==> src/rtl/mdio_gw_pkg.sv <==
`timescale 1ns/1ps
package mdio_gw_pkg;
  localparam int unsigned FLD_W = 8;
  localparam logic [1:0]  OP_RD = 2'b10;

  typedef struct packed {
    logic       st;
    logic [1:0] op;
    logic [4:0] phy;
    logic [4:0] regn;
    logic [15:0] data;
  } gw_cmd_t;

  typedef struct packed {
    logic [FLD_W-1:0] out_ofs;
    logic [FLD_W-1:0] smp_ofs;
    logic [FLD_W-1:0] div;
    logic             full_drv;
    logic             sel33;
    logic [1:0]       mode;
  } cfg_t;
endpackage

==> src/rtl/mdio_phase_gen.sv <==
`timescale 1ns/1ps
module mdio_phase_gen #(
  parameter int unsigned DIV_W = 8
) (
  input  logic             clk_i,
  input  logic             rst_ni,
  input  logic             run_i,
  input  logic [DIV_W-1:0] div_i,
  input  logic [DIV_W-1:0] out_ofs_i,
  input  logic [DIV_W-1:0] smp_ofs_i,
  output logic             mdc_o,
  output logic             drv_stb_o,
  output logic             smp_stb_o,
  output logic             end_stb_o
);
  localparam int unsigned PH_W = DIV_W + 1;

  logic [PH_W-1:0]  ph_q, last_ph, drv_ph, smp_ph;
  logic [DIV_W-1:0] out_eff, smp_eff;

  // offsets beyond the half period are pinned to its last cycle
  assign out_eff = (out_ofs_i > div_i) ? div_i : out_ofs_i;
  assign smp_eff = (smp_ofs_i > div_i) ? div_i : smp_ofs_i;
  assign last_ph = {div_i, 1'b1};
  assign drv_ph  = {1'b0, out_eff};
  assign smp_ph  = {1'b0, div_i} + {1'b0, smp_eff} + PH_W'(1);

  always_ff @(posedge clk_i or negedge rst_ni) begin
    if (!rst_ni)                        ph_q <= '0;
    else if (!run_i || ph_q == last_ph) ph_q <= '0;
    else                                ph_q <= ph_q + PH_W'(1);
  end

  assign mdc_o     = run_i && (ph_q > {1'b0, div_i});
  assign drv_stb_o = run_i && (ph_q == drv_ph);
  assign smp_stb_o = run_i && (ph_q == smp_ph);
  assign end_stb_o = run_i && (ph_q == last_ph);
endmodule

==> src/rtl/mdio_frame_engine.sv <==
`timescale 1ns/1ps
module mdio_frame_engine
  import mdio_gw_pkg::*;
#(
  parameter int unsigned PRE_LEN = 32
) (
  input  logic        clk_i,
  input  logic        rst_ni,
  input  logic        start_i,
  input  logic        abort_i,
  input  logic [1:0]  op_i,
  input  logic [4:0]  phy_i,
  input  logic [4:0]  reg_i,
  input  logic [15:0] wdata_i,
  input  logic        drv_stb_i,
  input  logic        smp_stb_i,
  input  logic        end_stb_i,
  input  logic        mdio_i,
  output logic        mdio_o,
  output logic        mdio_oe_o,
  output logic        done_o,
  output logic [15:0] rdata_o
);
  localparam int unsigned HDR_LEN   = 32;
  localparam int unsigned FRAME_LEN = PRE_LEN + HDR_LEN;
  localparam int unsigned IDX_W     = $clog2(FRAME_LEN + 1);
  localparam int unsigned TA_IDX    = PRE_LEN + 14;
  localparam int unsigned DAT_IDX   = PRE_LEN + 16;

  logic [IDX_W-1:0]   idx_q;
  logic [HDR_LEN-1:0] sh_q;
  logic [15:0]        rx_q, rx_nxt;
  logic               out_q, oe_q, rd_q;
  logic               in_pre, last_bit, cur_bit, smp_now;

  assign in_pre   = idx_q < IDX_W'(PRE_LEN);
  assign last_bit = idx_q == IDX_W'(FRAME_LEN - 1);
  assign cur_bit  = in_pre ? 1'b1 : sh_q[HDR_LEN-1];
  assign smp_now  = smp_stb_i && rd_q && (idx_q >= IDX_W'(DAT_IDX));
  // last sample may share the edge with frame end
  assign rx_nxt   = smp_now ? {rx_q[14:0], mdio_i} : rx_q;

  always_ff @(posedge clk_i or negedge rst_ni) begin
    if (!rst_ni) begin
      idx_q <= '0;
      sh_q  <= '0;
      rx_q  <= '0;
      out_q <= 1'b1;
      oe_q  <= 1'b0;
      rd_q  <= 1'b0;
    end else if (abort_i) begin
      idx_q <= '0;
      out_q <= 1'b1;
      oe_q  <= 1'b0;
    end else if (start_i) begin
      idx_q <= '0;
      sh_q  <= {2'b01, op_i, phy_i, reg_i, (op_i == OP_RD) ? 2'b11 : 2'b10, wdata_i};
      rd_q  <= (op_i == OP_RD);
      rx_q  <= '0;
    end else begin
      rx_q <= rx_nxt;
      if (drv_stb_i) begin
        out_q <= cur_bit;
        oe_q  <= !(rd_q && idx_q >= IDX_W'(TA_IDX));
      end
      if (end_stb_i) begin
        if (last_bit) begin
          idx_q <= '0;
          oe_q  <= 1'b0;
          out_q <= 1'b1;
        end else begin
          idx_q <= idx_q + IDX_W'(1);
          if (!in_pre) sh_q <= sh_q << 1;
        end
      end
    end
  end

  assign done_o    = end_stb_i && last_bit;
  assign rdata_o   = rx_nxt;
  assign mdio_o    = out_q;
  assign mdio_oe_o = oe_q;
endmodule

==> src/rtl/mdio_gw_master.sv <==
`timescale 1ns/1ps
module mdio_gw_master
  import mdio_gw_pkg::*;
#(
  parameter int unsigned     ADDR_W  = 4,
  parameter int unsigned     PRE_LEN = 32,
  parameter logic [FLD_W-1:0] RST_DIV = 8'd85,
  parameter logic [FLD_W-1:0] RST_SMP = 8'd6,
  parameter logic [FLD_W-1:0] RST_OUT = 8'd13
) (
  input  logic              clk_i,
  input  logic              rst_ni,
  input  logic              reg_wr_i,
  input  logic [ADDR_W-1:0] reg_addr_i,
  input  logic [31:0]       reg_wdata_i,
  output logic [31:0]       reg_rdata_o,
  output logic              mdc_o,
  input  logic              mdio_i,
  output logic              mdio_o,
  output logic              mdio_oe_o
);
  localparam logic [ADDR_W-1:0] GW_OFS  = ADDR_W'(0);
  localparam logic [ADDR_W-1:0] CFG_OFS = ADDR_W'(4);

  gw_cmd_t cmd_q, cmd_in;
  cfg_t    cfg_q;
  logic    busy_q;
  logic    gw_wr, cfg_wr, cancel, start, done;
  logic    drv_stb, smp_stb, end_stb;
  logic [15:0] rx_data;

  assign cmd_in = gw_cmd_t'(reg_wdata_i[28:0]);
  assign gw_wr  = reg_wr_i && (reg_addr_i == GW_OFS);
  assign cfg_wr = reg_wr_i && (reg_addr_i == CFG_OFS);
  assign cancel = gw_wr && busy_q && (reg_wdata_i == 32'h0);
  assign start  = gw_wr && !busy_q && reg_wdata_i[30];

  always_ff @(posedge clk_i or negedge rst_ni) begin
    if (!rst_ni) begin
      busy_q <= 1'b0;
      cmd_q  <= '0;
    end else if (cancel) begin
      busy_q <= 1'b0;
      cmd_q  <= '0;
    end else if (done) begin
      busy_q <= 1'b0;
      if (cmd_q.op == OP_RD) cmd_q.data <= rx_data;
    end else if (gw_wr && !busy_q) begin
      busy_q <= reg_wdata_i[30];
      cmd_q  <= cmd_in;
    end
  end

  always_ff @(posedge clk_i or negedge rst_ni) begin
    if (!rst_ni) begin
      cfg_q <= '{out_ofs: RST_OUT, smp_ofs: RST_SMP, div: RST_DIV,
                 full_drv: 1'b0, sel33: 1'b0, mode: 2'b00};
    end else if (cfg_wr) begin
      cfg_q <= '{out_ofs: reg_wdata_i[31:24], smp_ofs: reg_wdata_i[23:16],
                 div: reg_wdata_i[15:8], full_drv: reg_wdata_i[4],
                 sel33: reg_wdata_i[2], mode: reg_wdata_i[1:0]};
    end
  end

  always_comb begin
    reg_rdata_o = '0;
    if (reg_addr_i == GW_OFS)
      reg_rdata_o = {1'b0, busy_q, 1'b0, cmd_q};
    else if (reg_addr_i == CFG_OFS)
      reg_rdata_o = {cfg_q.out_ofs, cfg_q.smp_ofs, cfg_q.div, 3'b000,
                     cfg_q.full_drv, 1'b0, cfg_q.sel33, cfg_q.mode};
  end

  mdio_phase_gen #(.DIV_W(FLD_W)) u_phase (
    .clk_i     (clk_i),
    .rst_ni    (rst_ni),
    .run_i     (busy_q),
    .div_i     (cfg_q.div),
    .out_ofs_i (cfg_q.out_ofs),
    .smp_ofs_i (cfg_q.smp_ofs),
    .mdc_o     (mdc_o),
    .drv_stb_o (drv_stb),
    .smp_stb_o (smp_stb),
    .end_stb_o (end_stb)
  );

  mdio_frame_engine #(.PRE_LEN(PRE_LEN)) u_frame (
    .clk_i     (clk_i),
    .rst_ni    (rst_ni),
    .start_i   (start),
    .abort_i   (cancel),
    .op_i      (cmd_in.op),
    .phy_i     (cmd_in.phy),
    .reg_i     (cmd_in.regn),
    .wdata_i   (cmd_in.data),
    .drv_stb_i (drv_stb),
    .smp_stb_i (smp_stb),
    .end_stb_i (end_stb),
    .mdio_i    (mdio_i),
    .mdio_o    (mdio_o),
    .mdio_oe_o (mdio_oe_o),
    .done_o    (done),
    .rdata_o   (rx_data)
  );
endmodule

==> config.mk <==
export PLATFORM = sky130hd
export DESIGN_NAME = mdio_gw_master
export DESIGN_NICKNAME = d
export VERILOG_FILES = /design/src/rtl/mdio_gw_pkg.sv /design/src/rtl/mdio_phase_gen.sv /design/src/rtl/mdio_frame_engine.sv /design/src/rtl/mdio_gw_master.sv
export SDC_FILE = /design/constraint.sdc
export NUM_CORES = 1
export LEC_CHECK = 0
export BUFFER_PORTS_ARGS = -buffer_cell sky130_fd_sc_hd__buf_2
export CORE_UTILIZATION = 25
export CTS_BUF_LIST = sky130_fd_sc_hd__clkbuf_16
export DETAILED_ROUTE_END_ITERATION = 12
export PLACE_DENSITY_LB_ADDON = 0.15
export SLEW_MARGIN = 15
export SYNTH_ARGS = -nofsm -noshare
export SYNTH_HDL_FRONTEND = slang
export SYNTH_SLANG_ARGS = --single-unit
==> constraint.sdc <==
create_clock -name clk_i -period 6.3 [get_ports clk_i]
set_input_delay 1.575 -clock clk_i [delete_from_list [all_inputs] [get_ports clk_i]]
set_output_delay 1.575 -clock clk_i [all_outputs]
set_load 0.1 [all_outputs]
Word level (Yosys, flattened, before mapping)
Index checks and enable logic that the tools add are counted.
{ "op_classes": {"n_mux": 35, "addsub": 4, "eq_ne": 12, "reduce_logical": 27, "bitwise": 1, "order_cmp": 6} }
{ "ops": {"columns": ["op", "count"], "rows": [
  ["$mux 32", 6],
  ["$mux 16", 4],
  ["$mux 29", 2],
  ["$logic_not 32->1", 1],
  ["$mux 7", 4],
  ["$add 9x1->9 const B", 2],
  ["$eq 9x9->1", 2],
  ["$gt 8x8->1", 2],
  ["$mux 8", 2],
  ["$mux 1", 15],
  ["$ge 7x6->1 const B", 2],
  ["$logic_and 1x1->1", 14],
  ["$mux 13", 1],
  ["$add 8x8->9", 1],
  ["$eq 9x8->1", 1],
  ["$gt 9x8->1", 1],
  ["$mux 9", 1],
  ["$ne 2x2->1 const B", 4],
  ["$add 7x1->7 const B", 1],
  ["$eq 7x6->1 const B", 1],
  ["$lt 7x6->1 const B", 1],
  ["$reduce_and 2->1", 3],
  ["$reduce_bool 3->1", 2],
  ["$eq 2x2->1 const B", 2],
  ["other kinds (8)", 10]
]} }
{ "totals": {"inputBits": 40, "wordCells": 104, "ff_bits": 125} }

Longest topological paths before layout
Gate-level depths: netlist of run 1.
{ "depth": {"ltp_word": 12, "depth_mapped": 22, "mapped_depth_nobuf": 20} }

Hierarchy
Synthesis of run 1 repeated with hierarchy kept, for this count alone.
{ "unflattened": {"hier_cells": 852, "area_unflattened_um2": 8370.5} }
{ "by_module_without_submodules": {"columns": ["mod", "cells_each", "area_each_um2", "n_inst"], "rows": [
  ["mdio_frame_engine", 371, 3673.5, 1],
  ["mdio_gw_master", 262, 2856.5, 1],
  ["mdio_phase_gen", 219, 1840.5, 1]
]} }

Worst setup path after synthesis of run 1
No wires, ideal clock.
{ "synth_timing": {"path_type": "input to output", "start": "input reg_addr_i[3]", "end": "output reg_rdata_o[12]", "n_path_buf": 2, "path_slack_ns": 1.407, "t_required_ns": 4.725, "arrival_time_ns": 3.318, "stages": 4, "path_cell_list": "nor4b_1 -> clkbuf_1 -> clkbuf_1 -> a22o_1"} }
{ "synth_via": {"elab_chain_len": 3} }
{ "synth_rtl": {"columns": ["item", "line", "source"], "rows": [
  ["start, declared", "mdio_gw_master.sv:14", "input logic [ADDR_W-1:0] reg_addr_i,"],
  ["$eq 4x3->1", "mdio_gw_master.sv:69", "else if (reg_addr_i == CFG_OFS)"],
  ["$mux 32", "mdio_gw_master.sv:69", null],
  ["$mux 32 (*)", "mdio_gw_master.sv:67", "if (reg_addr_i == GW_OFS)"],
  ["end, declared", "mdio_gw_master.sv:16", "output logic [31:0] reg_rdata_o,"]
]} }
Every way passes the cells marked *; elsewhere a longest branch is shown, timed or not.

Worst setup path after layout of run 1
{ "layout_timing": {"start": "register cfg_q[5] (netlist bit)", "end": "register cmd_q[0] (netlist bit)"} }
{ "layout_via": {"elab_chain_len": 12} }
{ "layout_rtl": {"columns": ["item", "line", "source"], "rows": [
  ["start, declared", "mdio_gw_master.sv:26", "cfg_t cfg_q;"],
  ["start signal, assigned", "mdio_gw_master.sv:56", "cfg_q <= '{out_ofs: RST_OUT, smp_ofs: RST_SMP, div: RST_DIV,"],
  ["start signal, assigned", "mdio_gw_master.sv:59", "cfg_q <= '{out_ofs: reg_wdata_i[31:24], smp_ofs: reg_wdata_i[23:16],"],
  ["$gt 8x8->1", "mdio_phase_gen.sv:23", "assign smp_eff = (smp_ofs_i > div_i) ? div_i : smp_ofs_i;"],
  ["$mux 8", "mdio_phase_gen.sv:23", null],
  ["$add 8x8->9", "mdio_phase_gen.sv:26", "assign smp_ph = {1'b0, div_i} + {1'b0, smp_eff} + PH_W'(1);"],
  ["$add 9x1->9", "mdio_phase_gen.sv:26", null],
  ["$eq 9x9->1", "mdio_phase_gen.sv:36", "assign smp_stb_o = run_i && (ph_q == smp_ph);"],
  ["$logic_and 1x1->1", "mdio_phase_gen.sv:36", null],
  ["$logic_and 1x1->1 (2 in a row)", "mdio_frame_engine.sv:39", "assign smp_now = smp_stb_i && rd_q && (idx_q >= IDX_W'(DAT_IDX));"],
  ["$mux 16", "mdio_frame_engine.sv:41", "assign rx_nxt = smp_now ? {rx_q[14:0], mdio_i} : rx_q;"],
  ["$mux 16", "mdio_gw_master.sv:47", "if (cmd_q.op == OP_RD) cmd_q.data <= rx_data;"],
  ["$mux 16", "mdio_gw_master.sv:45", "end else if (done) begin"],
  ["$mux 29", "mdio_gw_master.sv:42", "end else if (cancel) begin"],
  ["end signal, assigned", "mdio_gw_master.sv:50", "cmd_q <= cmd_in;"],
  ["end, declared", "mdio_gw_master.sv:25", "gw_cmd_t cmd_q, cmd_in;"]
]} }
Several ways; a longest one is shown, not always the timed one. The select of a mux whose other input is x is not followed.
A chain may end at the register's enable or synchronous reset.

==> impl_results.md, run 1 <==
* Adder-Cell Fraction of Synth Area at 0.0660
* Via/cell ratio at 4.94
* Fmax at 0.186 GHz
* Dpl ws at roughly 0.73 ns
* Worst-skew pair later-pin latency at approximately 0.43 ns
* Critical Path AT at 5.74 ns
* Max stage delay cell, worst path: nor4_4
* P_int at ~2000 uW
* Clk pwr share at 0.289
* CTS tree: yes
* Number of flops mapped to enable cells by yosys at 0
* Worst setup SP type: flop
* Status: completed
* FF-to-FF Start: cfg_q[5]
* Mux cell area share after synthesis at 0.0877
* Peak supply drop at between 0.0001 and 0.00015 V
* Global-route wire length before repair at 37.3 mm
* Root buf cell: clkbuf_16
* All-layer global routing usage at 0.165
* Num rows at 62
* Clock Path Buffers at 2
* Non-filler cells in the finished layout at 1181
* Seq/Total Area, Yosys at 0.429
* Crit-path max FO at 16
* PostCTS Resize Cnt at 0
* Setup tns final at 0 ns
* Hold WS at roughly 0.50 ns
* Util after Layout at 0.300
* Kind of critical path: reg -> reg
* Power per cell area at between 300 and 400 nW/um^2
* Cell count after synthesis at 717
* Port bufs at 74
* Final Routed Wirelength at 24.0 mm
* Crit. End Element: flop
* Psw at between 1000 and 1500 uW
* Final Setup Violations at 0
* Antenna-violating nets left at 0
* Die width at 173 um
* Vias in the first global route at roughly 6000
* DP HPWL at about 17 mm
* Seq cells post-synth at between 100 and 150
* Total CTS buffers at 17
* Reg clk slew, reported paths at approximately 0.060 ns
* Hold Fails Final Rpt at 0
* Routability-driven placement congestion ratio at between 0.8 and 0.9
* Placed cells at 1149
* Tcrit/Tclk final at 0.854
* Die Area at about 30000 sq um
* Share of power burned in registers at 0.380
* Most common cell after layout, fill and taps aside: dfrtp_1
* Delay-heaviest family, CP: simple AND/OR/NAND/NOR gates
* Simple-gate share of the synthesized area at 0.155
* Layout cell share with drive strength beyond 1 at 0.238
* Drt wl/cell at approximately 20 um
* Antenna violations before repair at 2
* Initial Util at 0.254
* Final Slew Violations at 0
* Syn nets at roughly 800
* Primary FF master, synth: dfrtp_1
* Die Y at about 170 um
* Post-CTS Hold Buffers at 0
* YS warnings at 0
* Core area at roughly 29000 sq um
* Worst slew margin at 0.314
* Most frequent cells in the layout: 115 x dfrtp_1, 79 x nand2_1, 73 x buf_2
* Total gr overflow at 0
* Largest family of logic cells by synthesized area: compound AO/OA/AOI/OAI gates
* Area Overhead vs Synth at 18.1%
* Critical path, cell by cell: inv_1 -> ha_1 -> nor2b_1 -> o21a_1 -> o21ai_0 -> nand2b_1 -> a21oi_1 -> o21ai_0 -> o21ai_1 -> mux2i_1 -> ha_1 -> fa_1 -> xnor2_1 -> nor4b_1 -> o2111ai_1 -> nand4b_1 -> nor4_4 -> a221o_1
* Async S/R FF share, synth at 1.00
* NumNets Final at 862
* Via count of the routed design at approximately 5800
* Syn Std Cell Area at around 7300 sq um
* Max Cap Viol at 0
* Area fraction in compound gates after synthesis at 0.181
* Synth unique cells at 58
* Largest net degree at the start of global routing at 84
* Ant diodes at 0
* Sw frac at 0.375
* DRT Pass-1 Iters at 7
* CP peak stage delay at between 0.8 and 0.9 ns
* Clk_skew at between 0.015 and 0.02 ns
* DRC at 0
* Starting DRC count in detailed routing at 338
* Clock H-tree levels at 4
* Buf/Inv on CP at 1
* Post-synthesis xor/xnor area fraction at 0.0455
* Syn_area_per_cell at approximately 10 sq um
* HP Start: u_frame.sh_q[17]
* Ports at between 70 and 80
* Post-route setup slack at between 0.9 and 1 ns
* Worst Path Required at ~6.7 ns
* Final min period at 5.38 ns
* Leakage at 0.00385 uW
* RSZ-0062 raised after global routing: no
* Total setup buffers inserted after CTS at 0
* Min-delay worst type: reg -> reg
* Combinational power share at 0.331
* Beginning of the critical path: cfg_q[5]
* # clock sinks at between 100 and 150
* Worst-margin pin slew at between 1 and 1.5 ns
[metal layers]
metal  routed length [um]  up-vias  GRT usage
met1                11500     2899      0.227
met3                 1070       20     0.0350
met4                  379        4     0.0468
met2                11000      132      0.259
met5                   27        -          0
li1                     -     2775          -
[tightest hold or removal path: cells and delay by family (launching register included)]
kind,cells,cell delay (ns)
DFF,1,0.34
muxes,1,0.07
and+or+nand+nor,1,0.06
[through the flow]
| stage | area (sq um) | total power (uW) |
|---|---|---|
| finish | 8650 | 3250 |
| global route | 8650 | 3470 |
| CTS | 8640 | 3280 |
| detailed placement | 8100 | 2320 |
| global placement | 8100 | 2330 |
| floorplan | 7320 | 2020 |
[power by group through the flow]
stage	registers, uW	logic, uW	clock network, uW
after detailed placement	1250	1080	0
after global placement	1250	1080	0
after global routing	1260	1210	994
after floorplan	1170	852	0
after CTS	1230	1080	960
final	1230	1070	938
[final timing paths]
| path | to | slack (ns) | cells past startpoint |
|---|---|---|---|
| min | u_frame.sh_q[17] | 0.50 | 2 |
| min reg2reg | u_frame.sh_q[17] | 0.50 | 2 |
| min in group asynchronous | u_frame.sh_q[5] | 1.21 | 1 |
| max in group asynchronous | cfg_q[23] | 3.98 | 2 |
| max reg2reg | cmd_q[0] | 0.92 | 18 |
| max | cmd_q[0] | 0.92 | 18 |
[cell type report]
class | count | area, sq um
well taps | 384 | 480
clock buffers | 17 | 425
clock inverters | 15 | 123
multi-input cells | 532 | 3930
repair buffers | 86 | 467
fillers | 3055 | 20100
flip-flops and latches | 125 | 3140
inverters | 22 | 82.6
[Yosys cell counts, types with 12 or more instances]
cell type,instances,area [sq um]
a21oi_1,20,100
a221o_1,16,160
a22o_1,58,508
a31oi_1,27,169
clkbuf_1,23,86.3
dfrtp_1,115,2880
ha_1,37,463
inv_1,22,82.6
mux2_2,49,552
nand2_1,80,300
nand3_1,13,65.1
nor2_1,60,225
o21a_1,12,90.1
o21ai_0,12,60.1
xnor2_1,25,219
xor2_1,13,114
[sequential cells by signal, indices dropped and copies added (netlist names)]
signal / count
u_frame.sh_q: 32
cmd_q: 29
cfg_q: 28
u_frame.rx_q: 16
u_phase.ph_q: 9
u_frame.idx_q: 7
busy_q: 1
u_frame.mdio_o: 1
u_frame.mdio_oe_o: 1
u_frame.rd_q: 1
[cell families after synthesis]
family,count (synthesis)
and+or+nand+nor,224
AOI/OAI and AO/OA,174
DFF,125
buffers and inverters,60
muxes,58
xor gates and xnor gates,38
adders and majority gates,38
Note: power is estimated with default switching activity, not from simulation.
==> run 2, diff against run 1 <==
--- a/config.mk
+++ b/config.mk
@@ -7,6 +7,6 @@
 export LEC_CHECK = 0
 export BUFFER_PORTS_ARGS = -buffer_cell sky130_fd_sc_hd__buf_2
+export CORE_ASPECT_RATIO = 0.8
 export CORE_UTILIZATION = 25
-export CTS_BUF_LIST = sky130_fd_sc_hd__clkbuf_16
 export DETAILED_ROUTE_END_ITERATION = 12
 export PLACE_DENSITY_LB_ADDON = 0.15
==> constraint.sdc (replaced) <==
create_clock -name clk_i -period 6.3 [get_ports clk_i]
set_input_delay 0.63 -clock clk_i [delete_from_list [all_inputs] [get_ports clk_i]]
set_output_delay 0.63 -clock clk_i [all_outputs]
set_load 0.1 [all_outputs]
==> run 2 against run 1 <==
  * The run now ends with design-rule violations left
  * Largest power group unchanged
  * Clock power increased by 11%
  * Critical path type unchanged
  * Global-route usage about the same
  * Critical path depth unchanged
==> impl_results.md, run 2 (synthesis gave the netlist of run 1 again) <==
* DRC at 7 (was 0)
* Starting DRC count in detailed routing at 332 (was 338)
* Antenna-violating nets left at 0 (unchanged)
* Critical Path AT at 5.72 ns (was 5.74 ns)
* Min-delay worst type: in -> async (was reg -> reg)
* Hold Fails Final Rpt at 0 (unchanged)
* Global-route wire length before repair at 37.1 mm (was 37.3 mm)
* Tcrit/Tclk final at 0.852 (was 0.854)
* Vias in the first global route at 5886 (was 6013)
* Crit-path max FO at 16 (unchanged)
* Delay-heaviest family, CP: simple AND/OR/NAND/NOR gates (unchanged)
* Initial Util at 0.256 (was 0.254)
* Worst setup SP type: flop (unchanged)
* DRT Pass-1 Iters at 9 (was 7)
* Clock H-tree levels at 4 (unchanged)
* CTS tree: yes (unchanged)
* Max Cap Viol at 0 (unchanged)
* PostCTS Resize Cnt at 0 (unchanged)
* Met1 usage in global routing at 0.250 (was 0.227)
* Worst slew margin at 0.313 (was 0.314)
* Total CTS buffers at 17 (unchanged)
* Most common cell after layout, fill and taps aside: dfrtp_1 (unchanged)
* Via/cell ratio at 5.06 (was 4.94)
* All-layer global routing usage at 0.164 (was 0.165)
* Final Routed Wirelength at 23.6 mm (was 24.0 mm)
* GR Util met3 at 0.0256 (was 0.0350)
* Met2 usage at 0.240 (was 0.259)
* Crit. End Element: flop (unchanged)
* Area of the multi-input gates at 3930 sq um (about the same)
* Root buf cell: clkbuf_16 (unchanged)
* Fmax at 0.186 GHz (about the same)
* Dpl ws at 0.681 ns (was 0.725 ns)
* Buf/Inv on CP at 1 (unchanged)
* Final min period at 5.37 ns (was 5.38 ns)
* GRT busiest layer: met1 (was met2)
* Ant diodes at 0 (unchanged)
* Layout cell share with drive strength beyond 1 at 0.243 (was 0.238)
* Total gr overflow at 0 (unchanged)
* CP peak stage delay at 0.86 ns (was 0.85 ns)
* Most frequent cells in the layout: 115 x dfrtp_1, 80 x nand2_1, 73 x buf_2 (was 115 x dfrtp_1, 79 x nand2_1, 73 x buf_2)
* Num rows at 55 (was 62)
* Area Overhead vs Synth at 19.0% (was 18.1%)
* Core area at 28600 sq um (was 28800 sq um)
* Peak supply drop at 0.000201 V (was 0.000129 V)
* Via count of the routed design at 5912 (was 5830)
* Worst Path Required at 6.66 ns (about the same)
* Leakage at 0.00389 uW (was 0.00385 uW)
* Clock Path Buffers at 2 (unchanged)
* # clock sinks at 125 (unchanged)
* Clk_skew at 0.00767 ns (was 0.0159 ns)
* Die Y at 155 um (was 173 um)
* Area after DPL at 8090 sq um (was 8100 sq um)
* Reg clk slew, reported paths at 0.06 ns (about the same)
* Post-route cell area at 8710 sq um (was 8650 sq um)
* Max reg flops at 32 (unchanged)
* Drt wl/cell at 20.2 um (was 20.3 um)
* Worst-skew pair later-pin latency at 0.43 ns (about the same)
* Status: finished with violations (was completed)
* Top Registers: u_frame.sh_q: 32 flops, cmd_q: 29 flops, cfg_q: 28 flops (unchanged)
* Post-route setup slack at 0.933 ns (was 0.919 ns)
* RSZ-0062 raised after global routing: no (unchanged)
* FF-to-FF Start: cfg_q[5] (unchanged)
* Die width at 193 um (was 173 um)
* Largest Register: u_frame.sh_q (unchanged)
* Worst-margin pin slew at 1.02 ns (about the same)
* Largest net degree at the start of global routing at 68 (was 84)
* Port bufs at 74 (unchanged)
* Ports at 75 (unchanged)
* Post-CTS Hold Buffers at 0 (unchanged)
* Final Setup Violations at 0 (unchanged)
* NumNets Final at 864 (was 862)
* Final Slew Violations at 0 (unchanged)
* Kind of critical path: reg -> reg (unchanged)
* Antenna violations before repair at 0 (was 2)
* Max stage delay cell, worst path: nor4_4 (unchanged)
* Total setup buffers inserted after CTS at 0 (unchanged)
* FF/Latch Area at 3140 sq um (unchanged)
* Tot Pwr at 3360 uW (was 3250 uW)
* Routability-driven placement congestion ratio at 0.835 (was 0.814)
* Failing checks: design-rule violations
* Setup tns final at 0 ns (unchanged)
* Fillers at 2962 (was 3055)
* Critical path, cell by cell: inv_1 -> ha_1 -> nor2b_1 -> o21a_1 -> o21ai_0 -> nand2b_1 -> a21oi_1 -> o21ai_0 -> o21ai_1 -> mux2i_1 -> ha_1 -> fa_1 -> xnor2_1 -> nor4b_1 -> o2111ai_1 -> nand4b_1 -> nor4_4 -> a221o_1 (unchanged)
* DP HPWL at 16.9 mm (about the same)
* Beginning of the critical path: cfg_q[5] (unchanged)
* Die Area at 30000 sq um (about the same)
* Power per cell area at 386 nW/um^2 (was 375 nW/um^2)
[run 2: changes by cell type in the layout (fill, tap and decap cells not counted)]
| cell | change |
|---|---|
| clkbuf_8 | +2 |
| clkinvlp_4 | +1 |
| clkinv_1 | -3 |
| buf_4 | +2 |
| inv_6 | -1 |
| clkinv_2 | -1 |
| bufinv_16 | +2 |
| nand2_2 | -1 |
| nand2_1 | +1 |
[run 2: path summary, 6_finish.rpt]
path | end | cells past startpoint | slack, ns
hold reg to reg | u_frame.sh_q[17] | 2 | 0.50
hold / removal | cfg_q[25] | 1 | 0.19
max in group asynchronous | u_frame.rx_q[15] | 2 | 4.77
min in group clk_i | cfg_q[27] | 2 | 0.45
setup / recovery | cmd_q[7] | 18 | 0.93
setup reg to reg | cmd_q[7] | 18 | 0.93
[run 2: power by group]
group,leakage [uW],internal (uW),switching (uW)
Combinational,0.00204,473,617
Clock,0.000292,644,400
Sequential,0.00156,1020,209
[run 2: area by class of cell]
type                       count  area share
inverter                      22     0.00948
tap                          370      0.0531
timing repair buffer          88      0.0553
clock buffer                  19      0.0520
clock inverter                13      0.0190
multi-input combinational    532       0.451
sequential                   125       0.361
[run 2: metal layers]
| layer | vias up | wire length [um] |
|---|---|---|
| met4 | 0 | 211 |
| met3 | 15 | 835 |
| li1 | 2791 | - |
| met1 | 2992 | 12500 |
| met2 | 114 | 10100 |
| met5 | - | 0 |
[run 2: per-stage QoR]
step	std cells	hold WS (ns)	util
floorplan	717	0.334	-
global placement	1137	0.488	0.283
detailed placement	1137	0.487	0.283
CTS	1169	0.217	0.305
global route	1169	0.229	0.305
finish	1169	0.191	0.305
[run 2: worst reg2reg max path, cell delays in order, from the launching register on]
cell	delay [ns]
dfrtp_1	0.52
inv_1	0.21
ha_1	0.34
nor2b_1	0.13
o21a_1	0.16
o21ai_0	0.14
nand2b_1	0.07
a21oi_1	0.14
o21ai_0	0.08
o21ai_1	0.45
mux2i_1	0.27
ha_1	0.21
fa_1	0.44
xnor2_1	0.16
nor4b_1	0.36
o2111ai_1	0.19
nand4b_1	0.30
nor4_4	0.86
a221o_1	0.29
